--- src/rtl/irq_ctrl_pkg.sv ---
package irq_ctrl_pkg;
  // control byte bit positions (software visible)
  localparam int CTL_GIE  = 7;
  localparam int CTL_PEIE = 6;
  localparam int CTL_TIE  = 5;
  localparam int CTL_XIE  = 4;
  localparam int CTL_CIE  = 3;
  localparam int CTL_TF   = 2;
  localparam int CTL_XF   = 1;
  localparam int CTL_CF   = 0;
  // converter bit position inside peripheral bytes
  localparam int PER_AD   = 6;
  // source index inside the flag bank
  localparam int SRC_CHG  = 0;
  localparam int SRC_EXT  = 1;
  localparam int SRC_TMR  = 2;
  localparam int SRC_ADC  = 3;
  localparam int NUM_SRC  = 4;

  typedef enum logic [1:0] {
    SEL_CTL   = 2'd0,
    SEL_PFLAG = 2'd1,
    SEL_PEN   = 2'd2,
    SEL_NONE  = 2'd3
  } reg_sel_e;

  typedef struct packed {
    logic gie;
    logic peie;
    logic tie;
    logic xie;
    logic cie;
    logic adie;
  } irq_en_t;
endpackage

--- src/rtl/irq_chg_detect.sv ---
module irq_chg_detect #(
  parameter int NPIN = 3
) (
  input  logic            clk,
  input  logic            rst_n,
  input  logic [NPIN-1:0] pins,
  input  logic            snap_load,
  output logic            changed
);
  logic [NPIN-1:0] snap_q;
  logic [NPIN-1:0] diff;

  always_ff @(posedge clk or negedge rst_n) begin
    if (!rst_n)         snap_q <= '0;
    else if (snap_load) snap_q <= pins;
  end

  for (genvar i = 0; i < NPIN; i++) begin : g_cmp
    assign diff[i] = pins[i] ^ snap_q[i];
  end

  assign changed = |diff;

  // after a load strobe no mismatch remains while the pins hold still
  p_snap_matches_r6: assert property (@(posedge clk) disable iff (!rst_n)
    (snap_load && $stable(pins)) |=> !changed);
endmodule

--- src/rtl/irq_src_flags.sv ---
module irq_src_flags #(
  parameter int NSRC = 4
) (
  input  logic            clk,
  input  logic            rst_n,
  input  logic [NSRC-1:0] sw_wr,
  input  logic [NSRC-1:0] sw_val,
  input  logic [NSRC-1:0] evt,
  output logic [NSRC-1:0] flags
);
  for (genvar i = 0; i < NSRC; i++) begin : g_flag
    logic flag_q;
    logic flag_d;

    always_comb begin
      flag_d = flag_q;
      if (sw_wr[i]) flag_d = sw_val[i];
      if (evt[i])   flag_d = 1'b1;  // a set event beats a clearing write
    end

    always_ff @(posedge clk or negedge rst_n) begin
      if (!rst_n) flag_q <= 1'b0;
      else        flag_q <= flag_d;
    end

    assign flags[i] = flag_q;

    p_event_sets_flag_r3: assert property (@(posedge clk) disable iff (!rst_n)
      evt[i] |=> flags[i]);

    p_clear_only_by_write_r4: assert property (@(posedge clk) disable iff (!rst_n)
      (flags[i] && !sw_wr[i]) |=> flags[i]);
  end
endmodule

--- src/rtl/irq_enable_regs.sv ---
module irq_enable_regs
  import irq_ctrl_pkg::*;
#(
  parameter int DATA_W = 8
) (
  input  logic              clk,
  input  logic              rst_n,
  input  logic              ctl_wr,
  input  logic              pen_wr,
  input  logic [DATA_W-1:0] wdata,
  input  logic              taken,
  input  logic              ret,
  output irq_en_t           en
);
  irq_en_t en_q;
  irq_en_t en_d;

  always_comb begin
    en_d = en_q;
    if (ctl_wr) begin
      en_d.gie  = wdata[CTL_GIE];
      en_d.peie = wdata[CTL_PEIE];
      en_d.tie  = wdata[CTL_TIE];
      en_d.xie  = wdata[CTL_XIE];
      en_d.cie  = wdata[CTL_CIE];
    end
    if (pen_wr) en_d.adie = wdata[PER_AD];
    if (ret)    en_d.gie  = 1'b1;
    if (taken)  en_d.gie  = 1'b0;
  end

  always_ff @(posedge clk or negedge rst_n) begin
    if (!rst_n) en_q <= '0;
    else        en_q <= en_d;
  end

  assign en = en_q;

  p_taken_clears_gie_r9: assert property (@(posedge clk) disable iff (!rst_n)
    taken |=> !en.gie);

  p_return_sets_gie_r9: assert property (@(posedge clk) disable iff (!rst_n)
    (ret && !taken) |=> en.gie);
endmodule

--- src/rtl/irq_combine.sv ---
module irq_combine
  import irq_ctrl_pkg::*;
#(
  parameter int NSRC = 4
) (
  input  irq_en_t         en,
  input  logic [NSRC-1:0] flags,
  output logic            irq_req,
  output logic            wake
);
  logic [NSRC-1:0] armed;

  assign armed[SRC_CHG] = en.cie  & flags[SRC_CHG];
  assign armed[SRC_EXT] = en.xie  & flags[SRC_EXT];
  assign armed[SRC_TMR] = en.tie  & flags[SRC_TMR];
  assign armed[SRC_ADC] = en.peie & en.adie & flags[SRC_ADC];

  assign wake    = |armed;
  assign irq_req = en.gie & wake;
endmodule

--- src/rtl/irq_ctrl_top.sv ---
module irq_ctrl_top
  import irq_ctrl_pkg::*;
#(
  parameter int DATA_W = 8,
  parameter int ADDR_W = 2,
  parameter int NPIN   = 3
) (
  input  logic              clk,
  input  logic              rst_n,
  input  logic              reg_wr,
  input  logic [ADDR_W-1:0] reg_addr,
  input  logic [DATA_W-1:0] reg_wdata,
  output logic [DATA_W-1:0] reg_rdata,
  input  logic              tmr_ovf,
  input  logic              ext_edge,
  input  logic              adc_done,
  input  logic [NPIN-1:0]   port_pins,
  input  logic              port_rd,
  input  logic              irq_taken,
  input  logic              irq_return,
  output logic              irq_req,
  output logic              wake
);
  localparam logic [DATA_W-1:0] PER_MASK = DATA_W'(1) << PER_AD;

  logic             ctl_wr;
  logic             pfl_wr;
  logic             pen_wr;
  logic             pin_chg;
  logic [NUM_SRC-1:0] sw_wr;
  logic [NUM_SRC-1:0] sw_val;
  logic [NUM_SRC-1:0] evt;
  logic [NUM_SRC-1:0] flags;
  irq_en_t          en;

  assign ctl_wr = reg_wr && (reg_addr == ADDR_W'(SEL_CTL));
  assign pfl_wr = reg_wr && (reg_addr == ADDR_W'(SEL_PFLAG));
  assign pen_wr = reg_wr && (reg_addr == ADDR_W'(SEL_PEN));

  assign sw_wr[SRC_CHG]  = ctl_wr;
  assign sw_wr[SRC_EXT]  = ctl_wr;
  assign sw_wr[SRC_TMR]  = ctl_wr;
  assign sw_wr[SRC_ADC]  = pfl_wr;
  assign sw_val[SRC_CHG] = reg_wdata[CTL_CF];
  assign sw_val[SRC_EXT] = reg_wdata[CTL_XF];
  assign sw_val[SRC_TMR] = reg_wdata[CTL_TF];
  assign sw_val[SRC_ADC] = reg_wdata[PER_AD];

  assign evt[SRC_CHG] = pin_chg;
  assign evt[SRC_EXT] = ext_edge;
  assign evt[SRC_TMR] = tmr_ovf;
  assign evt[SRC_ADC] = adc_done;

  irq_chg_detect #(.NPIN(NPIN)) u_chg (
    .clk(clk), .rst_n(rst_n), .pins(port_pins), .snap_load(port_rd),
    .changed(pin_chg)
  );

  irq_src_flags #(.NSRC(NUM_SRC)) u_flags (
    .clk(clk), .rst_n(rst_n), .sw_wr(sw_wr), .sw_val(sw_val), .evt(evt),
    .flags(flags)
  );

  irq_enable_regs #(.DATA_W(DATA_W)) u_en (
    .clk(clk), .rst_n(rst_n), .ctl_wr(ctl_wr), .pen_wr(pen_wr),
    .wdata(reg_wdata), .taken(irq_taken), .ret(irq_return), .en(en)
  );

  irq_combine #(.NSRC(NUM_SRC)) u_comb (
    .en(en), .flags(flags), .irq_req(irq_req), .wake(wake)
  );

  logic [DATA_W-1:0] ctl_byte;

  always_comb begin
    ctl_byte           = '0;
    ctl_byte[CTL_GIE]  = en.gie;
    ctl_byte[CTL_PEIE] = en.peie;
    ctl_byte[CTL_TIE]  = en.tie;
    ctl_byte[CTL_XIE]  = en.xie;
    ctl_byte[CTL_CIE]  = en.cie;
    ctl_byte[CTL_TF]   = flags[SRC_TMR];
    ctl_byte[CTL_XF]   = flags[SRC_EXT];
    ctl_byte[CTL_CF]   = flags[SRC_CHG];
  end

  always_comb begin
    unique case (reg_addr)
      ADDR_W'(SEL_CTL):   reg_rdata = ctl_byte;
      ADDR_W'(SEL_PFLAG): reg_rdata = flags[SRC_ADC] ? PER_MASK : '0;
      ADDR_W'(SEL_PEN):   reg_rdata = en.adie ? PER_MASK : '0;
      default:            reg_rdata = '0;
    endcase
  end

  p_req_implies_wake_r8: assert property (@(posedge clk) disable iff (!rst_n)
    irq_req |-> wake);

  p_req_needs_pending_r7: assert property (@(posedge clk) disable iff (!rst_n)
    irq_req |-> (|flags));

  p_change_sets_flag_r6: assert property (@(posedge clk) disable iff (!rst_n)
    pin_chg |=> flags[SRC_CHG]);

  p_periph_pad_zero_r5: assert property (@(posedge clk) disable iff (!rst_n)
    (reg_addr == ADDR_W'(SEL_PFLAG) || reg_addr == ADDR_W'(SEL_PEN))
      |-> ((reg_rdata & ~PER_MASK) == '0));

  p_unused_addr_zero_r10: assert property (@(posedge clk) disable iff (!rst_n)
    (reg_addr == ADDR_W'(SEL_NONE)) |-> (reg_rdata == '0));
endmodule

--- config.mk ---
export PLATFORM = sky130hd
export DESIGN_NAME = irq_ctrl_top
export DESIGN_NICKNAME = d
export VERILOG_FILES = /design/src/rtl/irq_ctrl_pkg.sv /design/src/rtl/irq_chg_detect.sv /design/src/rtl/irq_src_flags.sv /design/src/rtl/irq_enable_regs.sv /design/src/rtl/irq_combine.sv /design/src/rtl/irq_ctrl_top.sv
export SDC_FILE = /design/constraint.sdc
export NUM_CORES = 1
export LEC_CHECK = 0
export ABC_AREA = 1
export BUFFER_PORTS_ARGS = -buffer_cell sky130_fd_sc_hd__buf_2
export CAP_MARGIN = 20
export CORE_MARGIN = 3
export CORE_UTILIZATION = 48
export CTS_CLUSTER_DIAMETER = 120
export DETAILED_ROUTE_END_ITERATION = 8
export GPL_ROUTABILITY_DRIVEN = 0
export GPL_TIMING_DRIVEN = 0
export MAX_ROUTING_LAYER = met4
export PLACE_DENSITY = 0.81
export SYNTH_ARGS = -nofsm -noshare
export SYNTH_HDL_FRONTEND = slang
export SYNTH_SLANG_ARGS = --single-unit
--- constraint.sdc ---
create_clock -name clk -period 1.3 [get_ports clk]
set_input_delay 0.39 -clock clk [delete_from_list [all_inputs] [get_ports clk]]
set_output_delay 0.39 -clock clk [all_outputs]
set_load 0.005 [all_outputs]
==> summary.txt, run 1 <==
Status
  • Outcome: finished, violations left
  • Failing checks: negative setup slack

Job
  • Max_cap viols: 0

CTS
  • H-tree lvl count: 1
  • Worst-Skew Late Latency: between 200 and 300 ps
  • TritonCTS clock tree: yes
  • Worst-path clk slew: approximately 80 ps
  • Cts bufs inserted: 3
  • Clk root buf: clkbuf_4
  • Clock sinks: 13
  • Max Root-Sink Buffers: 2

Timing
  • Min cycle time layout: between 1000 and 1500 ps
  • Slew @ Worst Pin: 297 ps
  • Worst slew margin: between 80% and 90%
  • Final hold violations: 0
  • Fin Hold WS: just over 300 ps
  • Final Max Tran Viols: 0
  • Setup-failing EPs final: 10
  • Maximum clock rate: just under 700 MHz
  • Unrepaired setup endpoints after global routing: yes
  • Tcrit/Tclk final: 112%
  • Skew final: 2.50 ps
  • Final setup margin: -155 ps

Global routing
  • First-pass GRT wire length: 2.55 mm
  • Largest net degree at the start of global routing: 14
  • Initial antenna violation count: 0
  • Grt ovf: 0
  • Number of global-route vias before repair: 645
  • Total GRT Usage: a little under a fifth

Floorplanning
  • Die width: 44.4 um
  • Die ar.: slightly below 2000 sq um
  • Core area: about 1400 sq um
  • Rows: 13
  • IO Count: 32
  • Initial Util: between 50% and 60%
  • Die height: approximately 44 um

Critical path
  • Worst path required time: 910 ps
  • Critical path endpoint category: primary output
  • Slowest CP cell: dfrtp_1
  • Critical path cell sequence: nand3_2 -> nand2_1 -> inv_2 -> a21oi_2 -> buf_2
  • Reg2Reg Depth: 4
  • CP Launch Type: flop
  • Delay of the slowest critical-path stage: slightly below 400 ps
  • Critical path class: flop to primary output
  • Crit path DAT: 1060 ps
  • Worst-path maximum fanout: 2

Power and ir drop
  • Maximum vdd drop: about 0.7 mV
  • Power Density: 964 nW/um^2
  • P_leak: 0.601 nW
  • Total power draw: 0.000988 W

Synthesis
  • Top FF cell, synth: dfrtp_1
  • EDFF count, synth: 0
  • Synth area leaders: dfrtp_1 (46%), nand2_1 (17%), inv_1 (10%), nor2_1 (5.3%), nand3_1 (4.9%)
  • Post-synth cell types: 15
  • Synth warn: 0
  • Synthesized area per cell: 7.15 sq um
  • Cell taking the most area after synthesis: dfrtp_1
  • Syn_nets: between 100 and 150
  • Most frequent cells after synthesis: nand2_1 (33), inv_1 (19), dfrtp_1 (13), nor2_1 (10), nand3_1 (7)
  • Sequential fraction of the synthesis area: between 40% and 50%
  • Area of the mapped netlist: approximately 700 sq um
  • Top-count cell post-synth: nand2_1
  • Post-Syn Instances: approximately 100
  • Async SR Flop Fraction: 100%
  • Seq cells post-synth: 13
  • Synth top area share: 45.9%

Placed design
  • Post-DP HPWL: 1.21 mm
  • Post-Place Cell Area: 882 sq um
  • I/O Buffers: 31

Detailed routing
  • First drt pass iteration count: 4
  • DR vias/cell: 4.81
  • Wire per inst: roughly 11 um
  • Via Count: between 700 and 800
  • Routed Antenna Nets: 0
  • DRT Wirelength: 1.69 mm
  • DR iter-0 viols: 25
  • DRC: 0

Worst hold path
  • Cells on Worst Hold Path: 3
  • Hold crit path type: primary input to flop

Final layout
  • Final Net Count: 165
  • Design Area, Final: about 1000 sq um
  • P&R area growth vs syn: 44.7%
  • Fraction of layout cells with a size suffix above 1: between 30% and 40%
  • # diodes: 0
## state kept, by name, indices dropped and copies added, names as in the netlist
signal	count
u_chg.snap_q	3
u_en.en	6
u_flags.g_flag.flag_q	4
## cell families (layout without fill, tap and decap cells)
logic type | Yosys count | in the layout | share of synthesized area, %
xor gates and xnor gates | 1 | 1 | 1.24
buffers and inverters | 20 | 63 | 11.3
and+or+nand+nor | 54 | 54 | 32.9
DFF | 13 | 13 | 45.9
AOI/OAI and AO/OA | 10 | 10 | 7.07
muxes | 1 | 1 | 1.59
## per-stage QoR
step | util (%) | std cells | setup TNS [ps] | worst slack (ps)
CTS | 71.9 | 153 | -750 | -153
global route | 75.9 | 157 | -1380 | -219
global placement | 65.3 | 145 | -1000 | -162
finish | 75.9 | 157 | -916 | -155
floorplan | - | 99 | 0 | 146
detailed placement | 65.3 | 145 | -1020 | -156
## path summary, 6_finish.rpt
| kind | end | start | slack [ps] |
|---|---|---|---|
| setup / recovery | irq_req | u_en.en[4] | -150 |
| hold / removal | u_flags.g_flag[1].flag_q | ext_edge | 310 |
| setup reg to reg | u_en.en[0] | u_en.en[0] | 400 |
| hold reg to reg | u_flags.g_flag[1].flag_q | u_flags.g_flag[1].flag_q | 520 |
| max in group asynchronous | u_chg.snap_q[1] | rst_n | 540 |
| min in group asynchronous | u_en.en[5] | rst_n | 530 |
## report_power, final
group | leakage [nW] | total, W | switching, W | internal [W]
combinational | 0.438 | 0.000273 | 0.000138 | 0.000135
clock | 0.0150 | 0.000241 | 0.000123 | 0.000119
sequential | 0.147 | 0.000473 | 0.0000275 | 0.000446
total | 0.601 | 0.000988 | 0.000288 | 0.000699
## worst max-delay path, delay by kind of cell, from the launching register on
kind | cells | cell delay (ps)
and+or+nand+nor | 2 | 160
DFF | 1 | 390
buffers and inverters | 2 | 150
AOI/OAI and AO/OA | 1 | 90
## timing repair
| item | in CTS | in global routing |
|---|---|---|
| hold buffers | 0 | 1 |
| gates resized for setup | 11 | 9 |
| pin swaps | 4 | 4 |
| endpoints found under the setup margin | 10 | 10 |
| setup buffers | 4 | 3 |
| endpoints found under the hold margin | 0 | 6 |
## metal layers
metal / GRT usage (%) / up-vias / routed length (um)
li1: - / 385 / -
met1: 20.3 / 341 / 706
met2: 32.6 / 27 / 858
met3: 2.85 / 2 / 115
met4: 5.42 / 0 / 12
met5: - / - / 0
## placed cells by master, fill, tap and decap left out
| cell | instances |
|---|---|
| nor2_1 | 5 |
| xor2_1 | 1 |
| inv_4 | 1 |
| nor2_4 | 1 |
| nand3_1 | 6 |
| dfrtp_1 | 13 |
| inv_2 | 2 |
| buf_4 | 5 |
| buf_2 | 29 |
| nand2_1 | 32 |
| a21oi_1 | 2 |
| buf_8 | 2 |
| nand3_2 | 1 |
| clkbuf_4 | 3 |
| nand3b_1 | 1 |
| inv_6 | 1 |
| buf_6 | 2 |
| o21ai_0 | 4 |
| dlygate4sd3_1 | 1 |
| nand2_2 | 1 |
| nor2_2 | 5 |
| nand2_4 | 1 |
| mux2_2 | 1 |
| nand4_1 | 1 |
| inv_1 | 16 |
| o21ai_1 | 3 |
| a21oi_2 | 1 |
| clkbuf_1 | 1 |
## area by class of cell
type | count | area, sq um
well taps | 15 | 18.8
flip-flops and latches | 13 | 325
repair buffers | 39 | 245
multi-input cells | 66 | 327
clock buffers | 4 | 26.3
inverters | 20 | 82.6
fillers | 110 | 325
Power figures use the tool's default switching activity.
==> run 2: changes to the inputs <==
Settings changed: CELL_PAD_IN_SITES_DETAIL_PLACEMENT set to 0, CELL_PAD_IN_SITES_GLOBAL_PLACEMENT set to 1, CORE_ASPECT_RATIO set to 0.8, CORE_UTILIZATION 48 to 33, PLACE_DENSITY 0.81 to not set, PLACE_DENSITY_LB_ADDON set to 0.1.
==> summary.txt, run 2 (synthesis gave the netlist of run 1 again) <==
Timing
  • Final Max Tran Viols: 0
  • Final setup margin: -136 ps
  • Skew final: between 0.8 and 0.9 ps
  • Final hold violations: 0
  • Slew @ Worst Pin: slightly below 300 ps
  • Tcrit/Tclk final: 110%
  • Unrepaired setup endpoints after global routing: yes
  • Setup-failing EPs final: 10
  • Min cycle time layout: between 1000 and 1500 ps
  • Maximum clock rate: roughly 700 MHz
  • Worst slew margin: between 80 and 90%
  • Final TNS setup: -836 ps

Detailed routing
  • Wire per inst: between 9 and 10 um
  • Via Count: between 700 and 800
  • DR iter-0 viols: 30
  • First drt pass iteration count: 4
  • Routed Antenna Nets: 0
  • DR vias/cell: between 4 and 5
  • DRT Wirelength: 1.57 mm
  • DRC: 0

Status
  • Failing checks: negative setup slack
  • Outcome: finished, violations left

Job
  • Max_cap viols: 0

Floorplanning
  • Die ar.: roughly 2700 sq um
  • Rows: 14
  • Die height: roughly 47 um
  • Core area: slightly below 2000 sq um
  • Initial Util: approximately 36%
  • IO Count: 32
  • Die width: 57.8 um

Critical path
  • Critical path class: flop to primary output
  • Most used cell, CP: nand3_1
  • Slowest CP cell: dfrtp_1
  • CP startpoint: u_flags.g_flag[3].flag_q
  • Delay-heaviest family, CP: flip-flops
  • Crit path DAT: between 1000 and 1500 ps
  • Delay of the slowest critical-path stage: ~380 ps
  • Worst r2r src: u_flags.g_flag[2].flag_q
  • CP Buf/Inv Count: 2
  • CP Launch Type: flop
  • Worst-path maximum fanout: 2
  • Worst path required time: between 900 and 1000 ps
  • Critical path cell sequence: buf_4 -> nand3_1 -> nand3_1 -> buf_2
  • Critical path endpoint category: primary output

Worst hold path
  • Hold path start: ext_edge
  • Hold crit path type: primary input to flop

Final layout
  • Final Util: 51.9%
  • Most common cell after layout, fill and taps aside: nand2_1
  • Final Net Count: roughly 170
  • Multi-input logic area: 317 sq um
  • Fraction of layout cells with a size suffix above 1: roughly 37%
  • Max reg flops: 6
  • Most frequent cells in the layout: nand2_1 (33), buf_2 (29), inv_1 (16)
  • Fillers: 212
  • # diodes: 0
  • P&R area growth vs syn: 43.8%
  • Design Area, Final: about 1000 sq um
  • Register Area: around 330 sq um

CTS
  • Clock sinks: 13
  • Worst-Skew Late Latency: 270 ps
  • Worst-path clk slew: approximately 80 ps
  • Max Root-Sink Buffers: 2
  • H-tree lvl count: 1
  • Clk root buf: clkbuf_4
  • Cts bufs inserted: 3
  • TritonCTS clock tree: yes

Global routing
  • Initial antenna violation count: 0
  • First-pass GRT wire length: approximately 2.6 mm
  • Largest net degree at the start of global routing: 14
  • Total GRT Usage: 13.0%
  • Number of global-route vias before repair: 633
  • Grt ovf: 0

Power and ir drop
  • Maximum vdd drop: ~0.56 mV
  • Power Density: 948 nW/um^2
  • P_leak: 0.594 nW

Placed design
  • I/O Buffers: 31
  • Post-DP HPWL: 1.24 mm
  • Post-Place Cell Area: roughly 890 sq um
  • Setup WS pre-CTS: -208 ps
[run 2: final cells by class]
class / instances / share of cell area [%]
well taps: 24 / 2.95
inverters: 20 / 8.11
multi-input cells: 66 / 31.1
flip-flops and latches: 13 / 31.9
repair buffers: 39 / 23.3
clock buffers: 4 / 2.58
[run 2: worst paths after layout]
| kind | endpoint | slack, ps | cells after the start |
|---|---|---|---|
| setup / recovery | reg_rdata[6] | -140 | 4 |
| hold / removal | u_flags.g_flag[1].flag_q | 300 | 3 |
| setup reg to reg | u_flags.g_flag[2].flag_q | 460 | 3 |
| hold reg to reg | u_chg.snap_q[0] | 530 | 1 |
| max in group asynchronous | u_chg.snap_q[0] | 540 | 2 |
| min in group asynchronous | u_flags.g_flag[2].flag_q | 540 | 2 |
[run 2: per-stage QoR]
| step | std cells | total power, W | hold WS [ps] |
|---|---|---|---|
| after floorplan | 99 | 0.000588 | 94.4 |
| after global placement | 154 | 0.000683 | 298 |
| after detailed placement | 154 | 0.000686 | 293 |
| after CTS | 164 | 0.000969 | 300 |
| after global routing | 166 | 0.00105 | 299 |
| final | 166 | 0.000966 | 302 |
[run 2: power breakdown]
part	internal [W]	total, W	switching (W)	leakage, nW
logic	0.000123	0.000251	0.000128	0.431
registers	0.000446	0.000469	0.0000231	0.147
clock network	0.000119	0.000246	0.000128	0.0150
[run 2: per-layer routing]
metal  track usage (%)  vias to the layer above  wire (um)  share of wire [%]
li1                  -                      387          -                  -
met1              18.0                      297        787                 50
met2              18.2                       18        662                 42
met3              2.96                        2        105                6.7
met4              5.56                        0         13               0.83
met5                 -                        -          0                  0
[run 2: worst register-to-register path: cells and delay by family, from the launching register on]
kind / cells / cell delay (ps)
DFF: 1 / 400
and+or+nand+nor: 1 / 70
buffers and inverters: 1 / 140
AOI/OAI and AO/OA: 1 / 130
[run 2: timing repair]
item                                    4_1_cts  5_1_grt
hold buffers                                  1        0
hold endpoints to repair                     13        0
gates resized for setup                       8        7
endpoints found under the setup margin       10       10
buffers inserted                              5        2
pin swaps                                     7        5
